==> config.mk <==
export PLATFORM = sky130hd
export DESIGN_NAME = pix_expand
export DESIGN_NICKNAME = d
export VERILOG_FILES = /design/src/rtl/pix_expand.sv
export SDC_FILE = /design/constraint.sdc
export NUM_CORES = 1
export LEC_CHECK = 0
export ABC_AREA = 1
export BUFFER_PORTS_ARGS = -buffer_cell sky130_fd_sc_hd__buf_2
export CAP_MARGIN = 20
export CORE_UTILIZATION = 50
export CTS_BUF_LIST = sky130_fd_sc_hd__clkbuf_2 sky130_fd_sc_hd__clkbuf_4 sky130_fd_sc_hd__clkbuf_8
export DETAILED_ROUTE_END_ITERATION = 12
export GPL_TIMING_DRIVEN = 0
export PLACE_DENSITY = 0.87
export SLEW_MARGIN = 20
export SYNTH_ARGS = -nofsm -noshare
export SYNTH_HDL_FRONTEND = slang
export SYNTH_SLANG_ARGS = --single-unit
==> constraint.sdc <==
create_clock -name clk -period 1.4 [get_ports clk]
set_input_delay 0.14 -clock clk [delete_from_list [all_inputs] [get_ports clk]]
set_output_delay 0.14 -clock clk [all_outputs]
set_load 0.01 [all_outputs]
==> src/rtl/pix_expand.sv <==
module pix_expand (
  input  logic        clk,
  input  logic        rst_n,
  input  logic        in_valid,
  output logic        in_ready,
  input  logic [31:0] in_pixel,
  input  logic [2:0]  in_fmt,
  input  logic        in_rep,
  output logic        out_valid,
  input  logic        out_ready,
  output logic [31:0] out_argb
);

  function automatic logic [7:0] wide4(input logic [3:0] v, input logic rep);
    return rep ? {v, v} : {v, 4'h0};
  endfunction

  function automatic logic [7:0] wide5(input logic [4:0] v, input logic rep);
    return rep ? {v, v[4:2]} : {v, 3'h0};
  endfunction

  function automatic logic [7:0] wide6(input logic [5:0] v, input logic rep);
    return rep ? {v, v[5:4]} : {v, 2'h0};
  endfunction

  function automatic logic [7:0] wide1(input logic v, input logic rep);
    return v ? (rep ? 8'hFF : 8'h80) : 8'h00;
  endfunction

  logic [31:0] expanded;
  logic [31:0] argb_q;
  logic        valid_q;
  logic        take;

  always_comb begin
    unique case (in_fmt)
      3'd0: expanded = {8'hFF, wide5(in_pixel[15:11], in_rep),
                        wide6(in_pixel[10:5], in_rep), wide5(in_pixel[4:0], in_rep)};
      3'd1: expanded = {wide1(in_pixel[15], in_rep), wide5(in_pixel[14:10], in_rep),
                        wide5(in_pixel[9:5], in_rep), wide5(in_pixel[4:0], in_rep)};
      3'd2: expanded = {wide4(in_pixel[15:12], in_rep), wide4(in_pixel[11:8], in_rep),
                        wide4(in_pixel[7:4], in_rep), wide4(in_pixel[3:0], in_rep)};
      3'd3: expanded = {8'hFF, wide4(in_pixel[11:8], in_rep),
                        wide4(in_pixel[7:4], in_rep), wide4(in_pixel[3:0], in_rep)};
      3'd4: expanded = {8'hFF, wide5(in_pixel[14:10], in_rep),
                        wide5(in_pixel[9:5], in_rep), wide5(in_pixel[4:0], in_rep)};
      3'd5: expanded = {8'hFF, in_pixel[23:0]};
      default: expanded = in_pixel;
    endcase
  end

  assign in_ready  = !valid_q || out_ready;
  assign take      = in_valid && in_ready;
  assign out_valid = valid_q;
  assign out_argb  = argb_q;

  always_ff @(posedge clk or negedge rst_n) begin
    if (!rst_n) begin
      valid_q <= 1'b0;
      argb_q  <= 32'h0;
    end else begin
      if (take) begin
        valid_q <= 1'b1;
        argb_q  <= expanded;
      end else if (out_ready) begin
        valid_q <= 1'b0;
      end
    end
  end

endmodule


### Yosys cells after proc, flatten, opt, wreduce, memory -nomap -nowiden

Index checks and enable logic that the tools add are counted.

* muxes and demuxes: 14
* equality and inequality tests: 5
* reductions and logical operators: 5

Operator list (number)
* 32-bit case mux with 6 select lines: 1
* 4-bit 2-to-1 mux: 4
* 3-bit 2-to-1 mux: 4
* 8-bit 2-to-1 mux: 1
* 7-bit 2-to-1 mux: 1
* 3-bit by 2-bit equality test with 1-bit output, second input constant: 2
* 3-bit equality test, second input constant: 2
* 3-bit by 1-bit equality test with 1-bit output, second input constant: 1
* 3-bit logical NOT: 1
* 1-bit 2-to-1 mux: 2
* 2-bit 2-to-1 mux: 1
* 2-bit nonzero test: 1
* 1-bit logical AND: 1
* 1-bit logical NOT: 1
* 1-bit logical OR: 1

* register bits after elaboration: 33
* output and inout port bits: 34

### Logic depth before layout (Yosys ltp)

* depth in word-level cells: 4
* mapped depth: 9

### Worst setup path before layout

OpenSTA, ideal clock, no wires.

* path kind: reg2reg
* from: reg valid_q, in the netlist out_valid
* to: reg argb_q[25], in the netlist out_argb[25]
* required time: 1.335 ns
* data arrival time: 1.185 ns
* cell stages (with the launch flop): 6
* clock period less this slack: 1.250 ns
* setup time: 0.065 ns
* path buffers: 1
* slack: 0.150 ns
* cell sequence: dfrtp_1 -> a21oi_2 -> buf_2 -> o21ai_0 -> a21o_1 -> nand2_1

* longest elaborated chain between the ends: 3

Ends and longest elaborated chain
* start: declaration: line 32 `logic valid_q;`
* start signal: assignment: line 59 `valid_q <= 1'b0;`
* start signal: assignment: line 63 `valid_q <= 1'b1;`
* start signal: assignment: line 66 `valid_q <= 1'b0;`
* 1-bit logical NOT: line 52 `assign in_ready = !valid_q || out_ready;`
* 1-bit logical OR: line 52
* 1-bit logical AND: line 53 `assign take = in_valid && in_ready;`
* end signal: assignment: line 64 `argb_q <= expanded;`
* end: declaration: line 31 `logic [31:0] argb_q;`

Every way passes these cells.
A chain may end at the register's enable or synchronous reset.

### Worst setup path in the final report

* from: reg valid_q, in the netlist out_valid
* to: reg argb_q[21], in the netlist out_argb[21]

Same word-level chain as after synthesis.

==> impl_results.md <==
* Multiplexer area fraction after synthesis at 0
* Row cnt at 22
* Vias per inst at 5.09
* Worst r2r path cells at 6
* Critical Path RT at 1.58 ns
* R2R Path End: out_argb[21]
* Max Cap Viol at 0
* Max Clock Skew at 0.00242 ns
* Clk_lat worst skew at 0.29 ns
* Hold-critical path depth at 3
* Slew @ Worst Pin at 0.716 ns
* Clk buf depth at 2
* Crit path kind: reg2reg
* Synth Area in Adders at 0
* Synth Register Bits at 33
* CP Max Fanout at 10
* Synth area leader: dfrtp_1
* Clock period minus worst slack at 1.33 ns
* TritonCTS Buffers at 5
* Crit path cell chain: a21oi_4, buf_12, buf_6, nand3_1, nor2_2, nor2_1
* Post-Syn Area at 1990 µm²
* FF-to-FF Start: out_valid
* Post-route ant nets at 0
* Nets at 426
* Avg Cell Area, Syn at 6.55 µm²
* XOR/XNOR Fraction of Synth Area at 0
* Slew HR at 0.523
* Crit path DAT at 1.51 ns
* Hold Path Origin: in_valid
* Gr usage total at 0.273
* Sum Neg Setup Slack at 0 ns
* Synth Area in Simple Gates at 0.361
* H-Tree Depth at 2
* CP max stage delay at 0.44 ns
* Final WL at 5400 µm
* Antenna violations before repair at 0
* I/O Pins at 74
* Total chip power at 2.86 mW
* Peak supply drop at 0.000864 V
* Max Slew Vio Count at 0
* Post-synthesis compound-gate area fraction at 0.129
* Drt wl/cell at 12.4 µm
* Drt initial violations at about 190
* Worst min-delay path class: in2reg
* Largest net degree at the start of global routing at 34
* Layout cell share with drive strength beyond 1 at 0.271
* GRT Residual Overflow at 0
* Final Hold Fails at 0
* IO Port Bufs at 73
* Commonest non-fill, non-tap cell in the layout: nand2_1
* Element type at the critical path start: register
* Status: finished, final reports clean
* Layout area overhead at 30.5%
* Gpl congestion at 0.917
* Final setup violation count at 0
* Clock-pin slew on the worst setup and hold paths at 0.06 ns
* Clk sinks at 33
* Vias in the first global route at between 1,500 and 2,000
* First-pass GRT wire length at roughly 8800 µm
* Setup slack, reg-to-reg at between 0.07 and 0.08 ns
* Crit. End Element: register
* Syn Inst Count at between 300 and 400
* Cell leakage power at 1.46 nW
* Yosys warns at 0
* RSZ-0062 raised after global routing: false
* DIE HEIGHT at 65.1 µm
* Root Driver: clkbuf_8
* Chip width at roughly 65 µm
* DP Wirelength at 4100 µm
* DR vias at between 2,000 and 2,500
* TritonRoute pass-1 iters at 4
* CORE AREA at approximately 3700 µm²
* Count of cell types in the netlist at 22
* Crit-path slowest cell: dfrtp_2
* CTS tree: done
* Largest family of logic cells by synthesized area: simple AND/OR/NAND/NOR gates
* Die area at around 4200 µm²
* Fmax at 752 MHz
* Final period util at 0.950
* Post-synthesis sequential area ratio at 0.415
* Power Density at about 1100 nW/µm²
* Worst Hold End: out_valid
* Yosys top cell area share at 0.415
* Starting density of the core at 0.532
* # DRC at 0
* Final antenna diode count at 0
* Post-Synthesis Net Count at around 340
* Fillers at 355
* Commonest non-fill, non-tap cells in the layout: nand2_1, buf_2, nor2_1, inv_1, dfrtp_1
* Synth area leaders: dfrtp_1, nand2_1, nor2_1
## power breakdown
part           internal [mW]  switching, mW  total, mW
logic                  0.306          0.445      0.750
registers               1.10         0.0734       1.17
clock network          0.599          0.339      0.938
total                   2.01          0.857       2.86
## worst max-delay path, delay by kind of cell (launching register included)
family	cells	cell delay (ns)
AO/OA/AOI/OAI	1	0.18
buffers and inverters	2	0.29
AND/OR/NAND/NOR	3	0.31
flip-flops	1	0.44
## how the worst max path moves through the flow
stage	start	end	slack (ns)	depth (start not counted)
after floorplan	out_valid	out_argb[25]	0.15	5
final	out_valid	out_argb[21]	0.07	6
after global routing	out_valid	out_argb[11]	0.007	6
after global placement	out_valid	out_argb[21]	-0.13	5
after detailed placement	out_valid	out_argb[21]	-0.17	5
after CTS	out_valid	out_argb[21]	-0.003	5
## cell type report
class | count | area, µm² | area share
multi-input cells | 225 | 988 | 0.380
flip-flops and latches | 33 | 827 | 0.318
repair buffers | 75 | 395 | 0.152
inverters | 36 | 139 | 0.0534
clock buffers | 7 | 90.1 | 0.0347
plain buffers | 10 | 68.8 | 0.0265
well taps | 48 | 60.1 | 0.0231
clock inverters | 1 | 30.0 | 0.0116
## synth_stat cells
library cell and number:
nor2_1 43, clkinv_1 1, inv_1 33, nand2_1 109
o21ai_0 27, nand3_2 1, o211ai_1 2, dfrtp_1 33
a21oi_2 1, buf_2 5, clkbuf_1 2, nand3_1 14
or2_2 2, a21o_1 3, a21oi_1 11, nand4_1 5
inv_2 2, o21ai_1 3, a31oi_1 1, nor2_2 2
buf_4 3, nor2_4 1
## through the flow
step | instance area (µm²) | util | hold slack, ns | std cells | worst slack [ns]
global route | 2600 | 0.694 | 0.114 | 435 | 0.00652
finish | 2600 | 0.694 | 0.0953 | 435 | 0.0702
CTS | 2560 | 0.684 | 0.0969 | 434 | -0.00314
floorplan | 1990 | - | -0.156 | 304 | 0.150
detailed placement | 2420 | 0.646 | 0.239 | 425 | -0.172
global placement | 2420 | 0.646 | 0.237 | 425 | -0.126
## routing by layer
metal  share of wire  vias to the layer above  GRT usage
met5               0                        -          0
met1            0.45                      993      0.370
met4          0.0076                        0     0.0788
met2            0.46                       95      0.447
met3           0.079                        6     0.0486
li1                -                     1119          -
## kinds of logic (layout without fill, tap and decap cells)
family,after synthesis,after routing
buf+inv,46,129
simple gates,177,177
flops,33,33
compound gates,48,48
## timing repair
item | 4_1_cts | 5_1_grt
hold buffers | 1 | 0
pin swaps | 1 | 1
endpoints found under the setup margin | 31 | 31
resized for setup | 3 | 11
setup buffers | 0 | 1
endpoints found under the hold margin | 33 | 0
## flip-flops by register name, summed over array words and instances, names as in the netlist
name,flops
out_argb,32
out_valid,1
Note: power is estimated with default switching activity, not from simulation.
